===== config.mk =====
export PLATFORM = sky130hd
export DESIGN_NAME = dual_phase_seq
export DESIGN_NICKNAME = d
export VERILOG_FILES = /design/src/rtl/dps_pkg.sv /design/src/rtl/dps_deglitch.sv /design/src/rtl/dps_phase_sel.sv /design/src/rtl/dps_ctrl_fsm.sv /design/src/rtl/dual_phase_seq.sv
export SDC_FILE = /design/constraint.sdc
export NUM_CORES = 1
export LEC_CHECK = 0
export ABC_CLOCK_PERIOD_IN_PS = 2900
export BUFFER_PORTS_ARGS = -buffer_cell sky130_fd_sc_hd__buf_4
export CORE_MARGIN = 2
export CORE_UTILIZATION = 56
export CTS_CLUSTER_SIZE = 8
export DETAILED_ROUTE_END_ITERATION = 8
export GPL_TIMING_DRIVEN = 0
export PLACE_DENSITY = 0.8
export SYNTH_ARGS = -nofsm -noshare
export SYNTH_HDL_FRONTEND = slang
export SYNTH_SLANG_ARGS = --single-unit

===== constraint.sdc =====
create_clock -name clk -period 2.9 [get_ports clk]
set_clock_uncertainty 0.15 [all_clocks]
set_input_delay 0.29 -clock clk [delete_from_list [all_inputs] [get_ports clk]]
set_output_delay 0.29 -clock clk [all_outputs]
set_load 0.01 [all_outputs]

===== src/rtl/dps_pkg.sv =====
package dps_pkg;

    typedef enum logic [1:0] {
        ST_OFF  = 2'd0,
        ST_SOFT = 2'd1,
        ST_RUN  = 2'd2,
        ST_FLT  = 2'd3
    } seq_state_e;

    localparam int NUM_FLT = 4;

    typedef struct packed {
        logic ot;
        logic oc;
        logic ov;
        logic uv;
    } flt_vec_t;

    // Under-voltage is not meaningful while the output is still ramping.
    function automatic flt_vec_t soft_mask(input flt_vec_t f);
        flt_vec_t m;
        m    = f;
        m.uv = 1'b0;
        return m;
    endfunction

    function automatic flt_vec_t active_trips(input seq_state_e st, input flt_vec_t f);
        case (st)
            ST_RUN:  return f;
            ST_SOFT: return soft_mask(f);
            default: return '0;
        endcase
    endfunction

endpackage


===== src/rtl/dps_deglitch.sv =====
module dps_deglitch #(
    parameter int DG_LEN = 4
) (
    input  logic clk,
    input  logic rst,
    input  logic raw,
    output logic filt
);
    localparam int CW = $clog2(DG_LEN + 1);
    localparam logic [CW-1:0] TOP = CW'(DG_LEN);

    logic [CW-1:0] cnt_q;

    always_ff @(posedge clk) begin
        if (rst) begin
            cnt_q <= '0;
        end else if (!raw) begin
            cnt_q <= '0;
        end else if (cnt_q != TOP) begin
            cnt_q <= cnt_q + 1'b1;
        end
    end

    assign filt = (cnt_q == TOP);

    AST_DG_LOW_CLEARS: assert property (@(posedge clk) disable iff (rst)
        !raw |=> !filt);

endmodule


===== src/rtl/dps_phase_sel.sv =====
module dps_phase_sel (
    input  logic clk,
    input  logic rst,
    input  logic clr,
    input  logic smp,
    input  logic det,
    output logic single
);
    logic decided_q;
    logic single_q;

    always_ff @(posedge clk) begin
        if (rst || clr) begin
            decided_q <= 1'b0;
            single_q  <= 1'b0;
        end else if (smp && !decided_q) begin
            decided_q <= 1'b1;
            single_q  <= det;
        end else if (decided_q && det) begin
            single_q  <= 1'b1;
        end
    end

    assign single = single_q;

    AST_SINGLE_STICKY: assert property (@(posedge clk) disable iff (rst)
        (single_q && !clr) |=> single_q);

    AST_SINGLE_CAUSE: assert property (@(posedge clk) disable iff (rst)
        $rose(single_q) |-> $past(det));

endmodule


===== src/rtl/dps_ctrl_fsm.sv =====
module dps_ctrl_fsm
    import dps_pkg::*;
#(
    parameter int SS_LEN = 256,
    parameter int T1_DLY = 64
) (
    input  logic       clk,
    input  logic       rst,
    input  logic       run_en,
    input  logic       fb_pg,
    input  flt_vec_t   flt_in,
    output seq_state_e state,
    output logic       pgood,
    output flt_vec_t   faults,
    output logic       t1_strobe
);
    localparam int SSW = (SS_LEN > 1) ? $clog2(SS_LEN) : 1;
    localparam logic [SSW-1:0] SS_LAST = SSW'(SS_LEN - 1);
    localparam logic [SSW-1:0] T1_IDX  = SSW'(T1_DLY - 1);

    seq_state_e     state_q;
    logic [SSW-1:0] ss_q;
    logic           pgood_q;
    flt_vec_t       flt_q;
    flt_vec_t       trip_vec;
    logic           trip;

    assign trip_vec = active_trips(state_q, flt_in);
    assign trip     = |trip_vec;

    always_ff @(posedge clk) begin
        if (rst || !run_en) begin
            state_q <= ST_OFF;
            ss_q    <= '0;
            pgood_q <= 1'b0;
            flt_q   <= '0;
        end else begin
            case (state_q)
                ST_OFF: begin
                    state_q <= ST_SOFT;
                    ss_q    <= '0;
                end
                ST_SOFT: begin
                    if (trip) begin
                        state_q <= ST_FLT;
                        flt_q   <= flt_q | trip_vec;
                    end else if (ss_q == SS_LAST) begin
                        state_q <= ST_RUN;
                    end else begin
                        ss_q <= ss_q + 1'b1;
                    end
                end
                ST_RUN: begin
                    if (trip) begin
                        state_q <= ST_FLT;
                        flt_q   <= flt_q | trip_vec;
                        pgood_q <= 1'b0;
                    end else if (fb_pg) begin
                        pgood_q <= 1'b1;
                    end
                end
                default: ;
            endcase
        end
    end

    assign state     = state_q;
    assign pgood     = pgood_q;
    assign faults    = flt_q;
    assign t1_strobe = (state_q == ST_SOFT) && (ss_q == T1_IDX);

    AST_DROP_TO_OFF: assert property (@(posedge clk) disable iff (rst)
        !run_en |=> state_q == ST_OFF);

    AST_PG_ONLY_RUN: assert property (@(posedge clk) disable iff (rst)
        pgood_q |-> state_q == ST_RUN);

    AST_UV_MASKED: assert property (@(posedge clk) disable iff (rst)
        (state_q == ST_SOFT && run_en && !flt_in.ov && !flt_in.oc && !flt_in.ot)
        |=> state_q != ST_FLT);

    AST_FLT_HOLD: assert property (@(posedge clk) disable iff (rst)
        (state_q == ST_FLT && run_en) |=> (state_q == ST_FLT && $stable(flt_q)));

    AST_FLT_CAUSE: assert property (@(posedge clk) disable iff (rst)
        state_q == ST_FLT |-> flt_q != '0);

endmodule


===== src/rtl/dual_phase_seq.sv =====
module dual_phase_seq
    import dps_pkg::*;
#(
    parameter int SS_LEN = 256,
    parameter int T1_DLY = 64,
    parameter int DG_LEN = 4
) (
    input  logic       clk,
    input  logic       rst,
    input  logic       vcc_ok,
    input  logic       vdrv_ok,
    input  logic       enable,
    input  logic       ph2_absent,
    input  logic       fb_above_pg,
    input  logic       fb_below_uv,
    input  logic       fb_above_ov,
    input  logic       ocp_trip,
    input  logic       otp_trip,
    output logic       pwm_en,
    output logic       ph2_pwm_en,
    output logic       single_phase,
    output logic       power_good,
    output logic [1:0] seq_status,
    output logic [3:0] fault_flags
);
    logic [NUM_FLT-1:0] flt_raw;
    logic [NUM_FLT-1:0] flt_filt;
    flt_vec_t           flt_s;
    flt_vec_t           flt_lat;
    seq_state_e         st;
    logic               run_en;
    logic               t1_strobe;
    logic               single_s;

    assign run_en  = vcc_ok && vdrv_ok && enable;
    assign flt_raw = {otp_trip, ocp_trip, fb_above_ov, fb_below_uv};

    for (genvar gi = 0; gi < NUM_FLT; gi++) begin : g_dg
        dps_deglitch #(.DG_LEN(DG_LEN)) u_dg (
            .clk  (clk),
            .rst  (rst),
            .raw  (flt_raw[gi]),
            .filt (flt_filt[gi])
        );
    end

    assign flt_s = flt_vec_t'(flt_filt);

    dps_ctrl_fsm #(.SS_LEN(SS_LEN), .T1_DLY(T1_DLY)) u_fsm (
        .clk       (clk),
        .rst       (rst),
        .run_en    (run_en),
        .fb_pg     (fb_above_pg),
        .flt_in    (flt_s),
        .state     (st),
        .pgood     (power_good),
        .faults    (flt_lat),
        .t1_strobe (t1_strobe)
    );

    dps_phase_sel u_phase (
        .clk    (clk),
        .rst    (rst),
        .clr    (st == ST_OFF),
        .smp    (t1_strobe),
        .det    (ph2_absent),
        .single (single_s)
    );

    assign pwm_en       = (st == ST_SOFT) || (st == ST_RUN);
    assign ph2_pwm_en   = pwm_en && !single_s;
    assign single_phase = single_s;
    assign seq_status   = st;
    assign fault_flags  = flt_lat;

    AST_PH2_SUBSET: assert property (@(posedge clk) disable iff (rst)
        ph2_pwm_en |-> (pwm_en && !single_phase));

endmodule


==> results.md, run 1 <==
- Largest net degree at the start of global routing: 11
- Sw frac: 0.2368
- PostCTS Resize Cnt: 0
- Detailed-route wire length per cell: 13.35 microns
- DRC Markers: 0
- #FFs+latches synth: 29
- Worst Hold Class: in -> reg
- Ant. Diodes: 0
- Critical Path Fanout Max: 10
- Crit-path cells: inv_1, ha_1, a222oi_1, o21ai_2, buf_2, or3_1, a21oi_1
- Worst hold path depth: 2
- Comb power frac: 0.068
- Final Cell Area: 1744 sq um
- Synth area leaders: dfxtp_1 39%, ha_1 11%, a21oi_1 5.1%
- Ys Warns: 0
- Worst-Margin Slew: 0.6436 ns
- Deepest clock path buffer count: 2
- Final setup vio count: 0
- Synth cell count leaders: 29 x dfxtp_1, 19 x nor2_1, 17 x nand2_1, 16 x inv_1, 15 x a21oi_1
- Power consumption: 745.2 uW
- Num rows: 18
- Syn_nets: 202
- Hpwl dp: 2381 microns
- Crit end category: register
- TNS Setup: 0 ns
- Gate Count Post-Synth: 178
- CP arrival: 2.39 ns
- CTS Buf Count: 5
- Seq pwr share: 0.550
- Initial antenna violation count: 0
- Worst reg2reg path depth: 7
- Top cell type's share of synthesized area: 0.3906
- Die area: 3082 sq um
- Via Count: 1,364
- Worst vdd ir: 361.3 uV
- Slowest-stage cell, CP: a222oi_1
- Sinks on Clock Net: 29
- Status: completed
- Critical Path Max Stage Delay: 0.48 ns
- Fin crit share: 0.7857
- Most common cell in the netlist: dfxtp_1
- Placed inst area: 1674 sq um
- Int Power: 568.7 uW
- Detailed Route Iter0 Violations: 54
- Highest clock rate: 438.9 MHz
- Net switching power: 176.4 uW
- Pleak: 0.6579 nW
- Worst Path Buf+Inv: 2
- Mean Syn Cell Area: 8.351 sq um
- Final min period: 2.279 ns
- Worst setup path class: reg -> reg
- CP Depth: 7
- Initial core utilization: 0.5946
- Via-per-instance ratio: 5.780
- Clock transition at path regs: 0.10 ns
- First-pass GRT wire length: 5202 microns
- CTS tree: done
- Post-synth EDFFs: 0
- RSZ-0062 raised after global routing: false
- Count of filler cells inserted in the layout: 206
- Area delta synth->final: 17.34%
- Yosys cell types: 36
- Critical path launch point type: register
- Post-Layout Cell Count: 236
- Area leader, netlist: dfxtp_1
- Layout net count: 229
- Clk pwr share: 0.382
- Worst endpoint required time: 3.01 ns
- Clk_lat worst skew: 0.34 ns
- WL final: 3150 microns
- Layout cells sized above 1: 0.1505
- Post-CTS setup buffer count: 0
- Most used DFF post-synth: dfxtp_1
- CTS Hold Bufs: 0
- Port bufs: 20
- GPL Wtd Cong: 0.7688
- Worst slack, placed: 0.6475 ns
- Slew HR: 0.5681
- Max Cap Violations: 0
- H-tree levels: 2
- Async set-or-reset flop fraction in the synthesized netlist: 0
- Final Slew Violations: 0
- GRT Util Overall: 0.2116
- Placeable core region: 2500 sq um
- Netlist Area Pre-Place: 1486 sq um
- Vias in the first global route: 1,301
- Drt first pass iters: 4
- PD cells: 427.2 nW/um^2
- Placed cell count: 228
- I/O pin cnt: 21
- Final hold viol count: 0
- Antenna Nets Post-Route: 0
- Die Y: 55.52 microns
- PnR worst setup slack: 0.6214 ns
- Root buffer cell: clkbuf_4
- Delay-heaviest family, CP: compound AO/OA/AOI/OAI gates
- GRT Residual Overflow: 0
- Post-synthesis sequential area ratio: 0.3906
- Die Width: 55.52 microns
==> state kept, by name (all words and copies together), names as in the netlist <==
name / cells
u_fsm.pgood: 1
u_fsm.state: 2
u_phase.single: 1
g_dg.u_dg.cnt_q: 12
u_fsm.ss_q: 8
u_phase.decided_q: 1
u_fsm.faults: 4
==> worst paths after layout <==
kind                                             from         endpoint  slack [ns]
worst max-delay path            g_dg[2].u_dg.cnt_q[0]    u_fsm.ss_q[0]        0.62
worst min-delay path                       ph2_absent   u_phase.single        0.07
worst max register to register  g_dg[2].u_dg.cnt_q[0]    u_fsm.ss_q[0]        0.62
worst min register to register        u_fsm.faults[0]  u_fsm.faults[0]        0.30
==> power groups by stage <==
stage	sequential (mW)	combinational, mW	clock, mW
CTS	0.410	0.0509	0.295
detailed placement	0.419	0.0505	0
global route	0.411	0.0569	0.307
finish	0.410	0.0505	0.285
global placement	0.418	0.0469	0
floorplan	0.418	0.0299	0
==> routing by layer <==
metal  share of wire  GRT usage
met2            0.51     0.3639
met1            0.43     0.2237
met3           0.043    0.05386
met5               0          0
met4           0.021     0.1463
==> worst reg2reg max path: cells and delay by family, from the launching register on <==
family	cells	cell delay, ns
compound gates	3	0.78
flops	1	0.39
simple gates	1	0.35
buf+inv	2	0.28
fa+ha+maj	1	0.25
==> through the flow <==
stage	hold slack (ns)	utilization
2_1_floorplan	0.2916	-
3_3_place_gp	0.2863	0.6697
3_5_place_dp	0.2941	0.6697
4_1_cts	0.06693	0.6977
5_1_grt	0.07455	0.6977
6_report	0.07448	0.6977
==> logic make-up after synthesis <==
family,after synthesis,share of synthesized area
DFF,29,0.3906
AOI/OAI and AO/OA,42,0.1818
adders and majority gates,13,0.1094
muxes,2,0.01431
and+or+nand+nor,70,0.2340
xor gates and xnor gates,4,0.02357
buffers and inverters,18,0.04629
==> cells in the final DEF, fill, tap and decap left out, drive strengths merged, types with 3 or more instances in the layout <==
cell    instances
dfxtp          29
buf            21
nor2           19
nand2          17
inv            16
a21oi          15
ha             13
nand3           8
clkbuf          8
o21ai           7
o31ai           5
or4             5
nor2b           4
a31oi           4
nand2b          4
xnor2           4
nor3            4
o21a            3
==> cell type report <==
class	instances	area (sq um)	share of cell area
Multi-Input combinational cell	131	837.1	0.4799
Timing Repair Buffer	20	150.1	0.08608
Buffer	2	8.758	0.005022
Sequential cell	29	580.6	0.3329
Clock buffer	7	65.06	0.03730
Clock inverter	1	5.005	0.002869
Inverter	16	60.06	0.03443
Tap cell	30	37.54	0.02152
Power figures use the tool's default switching activity.
==> run 2, diff against run 1 <==
--- a/config.mk
+++ b/config.mk
@@ -5,7 +5,7 @@
 export SDC_FILE = /design/constraint.sdc
 export NUM_CORES = 1
 export LEC_CHECK = 0
-export ABC_CLOCK_PERIOD_IN_PS = 2900
+export ABC_CLOCK_PERIOD_IN_PS = 2300
 export BUFFER_PORTS_ARGS = -buffer_cell sky130_fd_sc_hd__buf_4
 export CORE_MARGIN = 2
 export CORE_UTILIZATION = 56
==> constraint.sdc (replaced) <==
create_clock -name clk -period 2.3 [get_ports clk]
set_clock_uncertainty 0.15 [all_clocks]
set_input_delay 0.23 -clock clk [delete_from_list [all_inputs] [get_ports clk]]
set_output_delay 0.23 -clock clk [all_outputs]
set_load 0.01 [all_outputs]
==> run 2 against run 1 <==
Against the previous run:
- clock power rose by 26%
- non-clock buffer count increased by 1
- wire length rose by 0.76%
- die area did not move
- register-to-register slack lost 0.54 ns
- cell count grew 0.42%
- critical path depth increased by 1
- worst hold slack worse by 0.060 ns
- utilization rose by 0.60 points
- total power up 26%
- clock-buffer cell count is the same
- combinational power is 27% higher
- critical path type unchanged
==> results.md, run 2 (same netlist as run 1, synthesis figures left out) <==
- Die area: 3082 sq um (unchanged)
- Clk_lat worst skew: 0.34 ns (about the same)
- GRT Residual Overflow: 0 (unchanged)
- Clock transition at path regs: 0.10 ns (about the same)
- Final setup vio count: 0 (unchanged)
- Most common cell after layout, fill and taps aside: dfxtp_1
- PD cells: 534.8 nW/um^2 (+25%)
- CP arrival: 2.33 ns (-0.06 ns)
- Max Cap Violations: 0 (unchanged)
- First-pass GRT wire length: 5202 microns (unchanged)
- Sinks on Clock Net: 29 (unchanged)
- Antenna Nets Post-Route: 0 (unchanged)
- Num rows: 18 (unchanged)
- Worst slack, placed: 0.04751 ns (-0.6000 ns)
- Critical path launch point type: register
- Ant. Diodes: 0 (unchanged)
- Placeable core region: 2500 sq um (unchanged)
- WL final: 3174 microns (+0.76%)
- Layout net count: 230 (+0.44%)
- Port bufs: 20 (unchanged)
- Status: completed
- Critical Path Fanout Max: 10 (unchanged)
- Initial antenna violation count: 0 (unchanged)
- Area delta synth->final: 18.35%
- CTS Buf Count: 5 (unchanged)
- Worst hold path depth: 2 (unchanged)
- Worst r2r src: g_dg[2].u_dg.cnt_q[0]
- Largest net degree at the start of global routing: 11 (unchanged)
- Root buffer cell: clkbuf_4
- Post-Layout Cell Count: 237 (+0.42%)
- Worst setup path class: reg -> reg
- Final min period: 2.220 ns (-0.05886 ns)
- DRC Markers: 0 (unchanged)
- Worst vdd ir: 455.6 uV (+26%)
- PnR worst setup slack: 0.08024 ns (-0.5411 ns)
- Final hold viol count: 0 (unchanged)
- Initial core utilization: 0.5946 (unchanged)
- Flop-to-flop setup slack: 0.08 ns (-0.54 ns)
- Fin crit share: 0.9651 (+0.1794)
- Highest clock rate: 450.5 MHz (+2.7%)
- Die Width: 55.52 microns (unchanged)
- Pleak: 0.6639 nW (+0.92%)
- Final Slew Violations: 0 (unchanged)
- Drt first pass iters: 5 (+1)
- Hpwl dp: 2381 microns (unchanged)
- Detailed-route wire length per cell: 13.39 microns (+0.34%)
- Worst-Margin Slew: 0.6543 ns (+0.01074 ns)
- I/O pin cnt: 21 (unchanged)
- Slew HR: 0.5609 (-0.007205)
- Via Count: 1,375 (+0.81%)
- Final Cell Area: 1759 sq um (+0.86%)
- Most frequent cells in the layout: 28 x dfxtp_1, 21 x buf_4, 19 x nor2_1
- TNS Setup: 0 ns (unchanged)
- Hold path endpoint: u_phase.single
- Placed inst area: 1674 sq um (unchanged)
- H-tree levels: 2 (unchanged)
- Vias in the first global route: 1,301 (unchanged)
- Layout cells sized above 1: 0.1643 (+0.01377)
- Via-per-instance ratio: 5.802 (+0.38%)
- Count of filler cells inserted in the layout: 202 (-1.9%)
- Util after Layout: 0.7037 (+0.006006)
- Hold Path Origin: ph2_absent
- Worst endpoint required time: 2.41 ns (-0.60 ns)
- Detailed Route Iter0 Violations: 51 (-5.6%)
- Worst Hold Class: in -> reg
- Reg2reg end: u_fsm.ss_q[0]
- Max FFs per register: 12 (unchanged)
- Placed cell count: 228 (unchanged)
- Worst reg2reg path depth: 8 (+1)
- Deepest clock path buffer count: 2 (unchanged)
- Crit end category: register
- GRT Util Overall: 0.2116 (unchanged)
- Most flops, register: g_dg.u_dg.cnt_q
- Die Y: 55.52 microns (unchanged)
- CTS tree: done
- GPL Wtd Cong: 0.7688 (unchanged)
==> run 2: cell types whose count changed in the layout (fill, tap and decap cells not counted), sizes merged <==
cell  before  now
buf       21   22
==> run 2: how the worst max path moves through the flow <==
stage	startpoint	end	slack, ns	cells past startpoint
floorplan	u_fsm.state[0]	u_fsm.ss_q[7]	0.26	7
global placement	g_dg[2].u_dg.cnt_q[0]	u_fsm.ss_q[0]	0.08	7
detailed placement	g_dg[2].u_dg.cnt_q[0]	u_fsm.ss_q[0]	0.05	7
CTS	g_dg[2].u_dg.cnt_q[0]	u_fsm.ss_q[0]	0.02	7
global route	g_dg[2].u_dg.cnt_q[0]	u_fsm.ss_q[5]	-0.01	7
finish	g_dg[2].u_dg.cnt_q[0]	u_fsm.ss_q[0]	0.08	8
==> run 2: cell type report <==
class	count	area, sq um	share of cell area
inverter	16	60.06	0.03414
clock buffer	7	65.06	0.03698
sequential	29	581.8	0.3307
timing repair buffer	21	157.7	0.08962
tap	30	37.54	0.02134
clock inverter	1	5.005	0.002845
buffer	2	8.758	0.004979
multi-input combinational	131	843.3	0.4794
==> run 2: power breakdown <==
part	switching (mW)	internal, mW	total, mW
sequential	0.00740	0.510	0.517
combinational	0.0330	0.0311	0.0641
clock	0.183	0.177	0.360
total	0.223	0.717	0.941
==> run 2: metal layers <==
metal  up-vias  routed length, microns  GRT usage
li1        686                       -          -
met1       649                    1359     0.2237
met2        30                    1599     0.3639
met3        10                     129    0.05386
met4         0                      85     0.1463
met5         -                       0          0
==> run 2: critical path, cell delays in order (launching register included) <==
cell and delay (ns):
dfxtp_1 0.39, inv_1 0.06, ha_1 0.26, a222oi_1 0.34
buf_4 0.18, o21ai_2 0.10, buf_2 0.20, or3_1 0.35
a21oi_1 0.12
==> run 2: repair_timing <==
item                                    in CTS  in global routing
hold buffers                                 0                  0
buffers inserted                             0                  1
gates resized for setup                      0                  2
endpoints found under the setup margin       0                  8
==> run 2: metrics by stage <==
stage	power [mW]	hold slack (ns)
floorplan	0.5649	0.2436
detailed placement	0.5923	0.2941
CTS	0.9527	0.006926
global route	0.9776	0.01455
finish	0.9409	0.01493
global placement	0.5867	0.2863
==> run 3, diff against run 2 <==
--- a/config.mk
+++ b/config.mk
@@ -5,10 +5,12 @@
 export SDC_FILE = /design/constraint.sdc
 export NUM_CORES = 1
 export LEC_CHECK = 0
+export ABC_AREA = 1
 export ABC_CLOCK_PERIOD_IN_PS = 2300
 export BUFFER_PORTS_ARGS = -buffer_cell sky130_fd_sc_hd__buf_4
 export CORE_MARGIN = 2
 export CORE_UTILIZATION = 56
+export CTS_CLUSTER_DIAMETER = 60
 export CTS_CLUSTER_SIZE = 8
 export DETAILED_ROUTE_END_ITERATION = 8
 export GPL_TIMING_DRIVEN = 0
==> run 3 against run 2 <==
Against the previous run:
- clock-buffer cell count shrank 1
- sequential cell count is the same
- highest routed layer unchanged
- critical endpoint unchanged
- total power grew 9.3%
- non-clock buffer count grew 1
- critical path type unchanged
- sequential share of layout area shrank 2.1 points
- utilization shrank 1.2 points
- combinational power grew 8.3%
- global-route usage grew 0.56 points
==> results.md, run 3 <==
- Initial core utilization: 0.5780 (-0.01657)
- Most used DFF post-synth: dfxtp_1
- Critical path launch point type: register
- GPL Wtd Cong: 0.7875 (+2.4%)
- Port bufs: 20 (unchanged)
- Drt first pass iters: 4 (-1)
- Detailed Route Iter0 Violations: 77 (+51%)
- Max Cap Violations: 0 (unchanged)
- PnR worst setup slack: 0.2409 ns (+0.1607 ns)
- Hold path endpoint: g_dg[2].u_dg.cnt_q[2]
- Final Slew Violations: 0 (unchanged)
- H-tree levels: 2 (unchanged)
- Clk pwr share: 0.431 (+0.049)
- Fin crit share: 0.8953 (-0.06986)
- Flop-to-flop setup slack: 0.24 ns (+0.16 ns)
- Clock transition at path regs: 0.10 ns (about the same)
- Pleak: 0.8028 nW (+21%)
- Most flops, register: g_dg.u_dg.cnt_q
- Vias in the first global route: 1,235 (-5.1%)
- Slew HR: 0.6669 (+0.1061)
- Power consumption: 1.029 mW (+9.3%)
- Worst r2r src: u_fsm.state[0]
- Clk_lat worst skew: 0.33 ns (about the same)
- First-pass GRT wire length: 5430 microns (+4.4%)
- Sinks on Clock Net: 29 (unchanged)
- RSZ-0062 raised after global routing: false
- Mean Syn Cell Area: 7.872 sq um (-5.7%)
- Most common cell in the netlist: inv_1
- Worst setup path class: reg -> reg
- Layout net count: 253 (+10%)
- Worst slack, placed: 0.2329 ns (+0.1854 ns)
- Comb power frac: 0.067 (about the same)
- #FFs+latches synth: 29 (unchanged)
- Critical Path Fanout Max: 9 (-1)
- Placeable core region: 2710 sq um (+8.4%)
- Sw frac: 0.2219 (-0.01555)
- Crit end category: register
- Worst vdd ir: 559.9 uV (+23%)
- Max FFs per register: 12 (unchanged)
- Most frequent cells in the layout: 33 x inv_1, 29 x nand2_1, 29 x dfxtp_1
- Worst-Margin Slew: 0.4996 ns (-0.1547 ns)
- Highest clock rate: 485.7 MHz (+7.8%)
- Worst Hold Class: in -> reg
- PD cells: 548.9 nW/um^2 (+2.6%)
- Util after Layout: 0.6916 (-0.01211)
- WL final: 3023 microns (-4.8%)
- Synth cell count leaders: 33 x inv_1, 29 x dfxtp_1, 29 x nand2_1, 25 x a21oi_1, 17 x nor2_1
- DRC Markers: 0 (unchanged)
- Post-synthesis sequential area ratio: 0.3706 (-0.01997)
- Hold Path Origin: ocp_trip
- Area delta synth->final: 19.65%
- Detailed-route wire length per cell: 11.58 microns (-14%)
- Die Width: 56.89 microns (+2.5%)
- Die area: 3236 sq um (+5.0%)
- I/O pin cnt: 21 (unchanged)
- CTS Buf Count: 5 (unchanged)
- Netlist Area Pre-Place: 1567 sq um (+5.4%)
- Async set-or-reset flop fraction in the synthesized netlist: 0 (unchanged)
- Layout cells sized above 1: 0.1913 (+0.02705)
- Reg2reg end: u_fsm.ss_q[0]
- Area leader, netlist: dfxtp_1
- Seq pwr share: 0.502 (-0.047)
- Via Count: 1,359 (-1.2%)
- Syn_nets: 223 (+10%)
- Post-synth EDFFs: 0 (unchanged)
- Final min period: 2.059 ns (-0.1607 ns)
- PostCTS Resize Cnt: 0 (unchanged)
- Hpwl dp: 2210 microns (-7.2%)
- GRT Util Overall: 0.2172 (+0.005626)
- TNS Setup: 0 ns (unchanged)
- Initial antenna violation count: 0 (unchanged)
- Antenna Nets Post-Route: 0 (unchanged)
- Synth area leaders: dfxtp_1 37%, ha_1 10%, a21oi_1 8.0%
- Worst hold path depth: 3 (+1)
- Ant. Diodes: 0 (unchanged)
- Gate Count Post-Synth: 199 (+12%)
- Hold WS: 0.01787 ns (+0.002942 ns)
- Yosys cell types: 23 (-36%)
- Via-per-instance ratio: 5.207 (-10%)
- Most common cell after layout, fill and taps aside: inv_1
- Top cell type's share of synthesized area: 0.3706 (-0.01997)
- CTS tree: done
- CP arrival: 2.18 ns (-0.15 ns)
- Root buffer cell: clkbuf_4
- Worst endpoint required time: 2.42 ns (about the same)
- GRT Residual Overflow: 0 (unchanged)
- Net switching power: 228.3 uW (+2.2%)
- Largest net degree at the start of global routing: 11 (unchanged)
- Final hold viol count: 0 (unchanged)
- Int Power: 800.4 uW (+12%)
- Num rows: 19 (+1)
- Deepest clock path buffer count: 2 (unchanged)
- Final setup vio count: 0 (unchanged)
- Worst reg2reg path depth: 11 (+3)
- Ys Warns: 0 (unchanged)
- Status: completed
- Die Y: 56.89 microns (+2.5%)
[run 3: critical path, stage by stage, from the launching register on]
cell	delay [ns]
dfxtp_1	0.39
inv_1	0.09
ha_1	0.42
nand2_1	0.15
nand2_4	0.09
nand2_2	0.09
nand2_4	0.07
nor2_8	0.13
nand2_8	0.10
nand2_8	0.11
nand3_1	0.09
a21oi_2	0.12
[run 3: metrics by stage]
stage | std cells | area, sq um
3_3_place_gp | 250 | 1755
2_1_floorplan | 199 | 1567
4_1_cts | 261 | 1874
5_1_grt | 261 | 1874
6_report | 261 | 1874
3_5_place_dp | 250 | 1755
[run 3: logic make-up (layout without fill, tap and decap cells)]
kind of cell | after synthesis | after routing | synth area share
XOR/XNOR | 6 | 6 | 0.03355
adder cells (fa/ha/maj) | 13 | 13 | 0.1038
buffers and inverters | 34 | 65 | 0.08147
AO/OA/AOI/OAI | 42 | 42 | 0.1454
flip-flops | 29 | 29 | 0.3706
AND/OR/NAND/NOR | 75 | 75 | 0.2652
[run 3: cell type report]
type,instances,area (sq um)
repair buffers,23,180.2
multi-input cells,136,858.3
fillers,220,835.8
clock inverters,2,37.54
inverters,33,123.9
clock buffers,6,51.30
flip-flops and latches,29,580.6
plain buffers,1,3.754
well taps,31,38.79
[run 3: power by group through the flow]
stage	clock network [mW]	registers, mW	logic (mW)
floorplan	0	0.527	0.0393
global placement	0	0.527	0.0636
detailed placement	0	0.528	0.0654
CTS	0.455	0.516	0.0696
global route	0.473	0.518	0.0792
finish	0.443	0.516	0.0694
[run 3: timing repair]
item / CTS / global route
endpoints found under the hold margin: 3 / 0
setup buffers: 0 / 0
hold buffers: 3 / 0
[run 3: metal layers]
layer	GRT usage	part of all wire	vias up
met4	0.1096	0.021	0
met1	0.2978	0.46	601
li1	-	-	712
met3	0.04378	0.063	7
met5	0	0	-
met2	0.3218	0.45	39
[run 3: worst max-delay path by stage]
stage                    from              to  slack [ns]
2_1_floorplan  u_fsm.state[0]   u_fsm.ss_q[6]        0.35
3_3_place_gp   u_fsm.state[0]   u_fsm.ss_q[0]        0.27
3_5_place_dp   u_fsm.state[0]   u_fsm.ss_q[0]        0.23
4_1_cts        u_fsm.state[0]   u_fsm.ss_q[0]        0.23
5_1_grt        u_fsm.state[1]  u_fsm.state[0]        0.07
6_report       u_fsm.state[0]   u_fsm.ss_q[0]        0.24
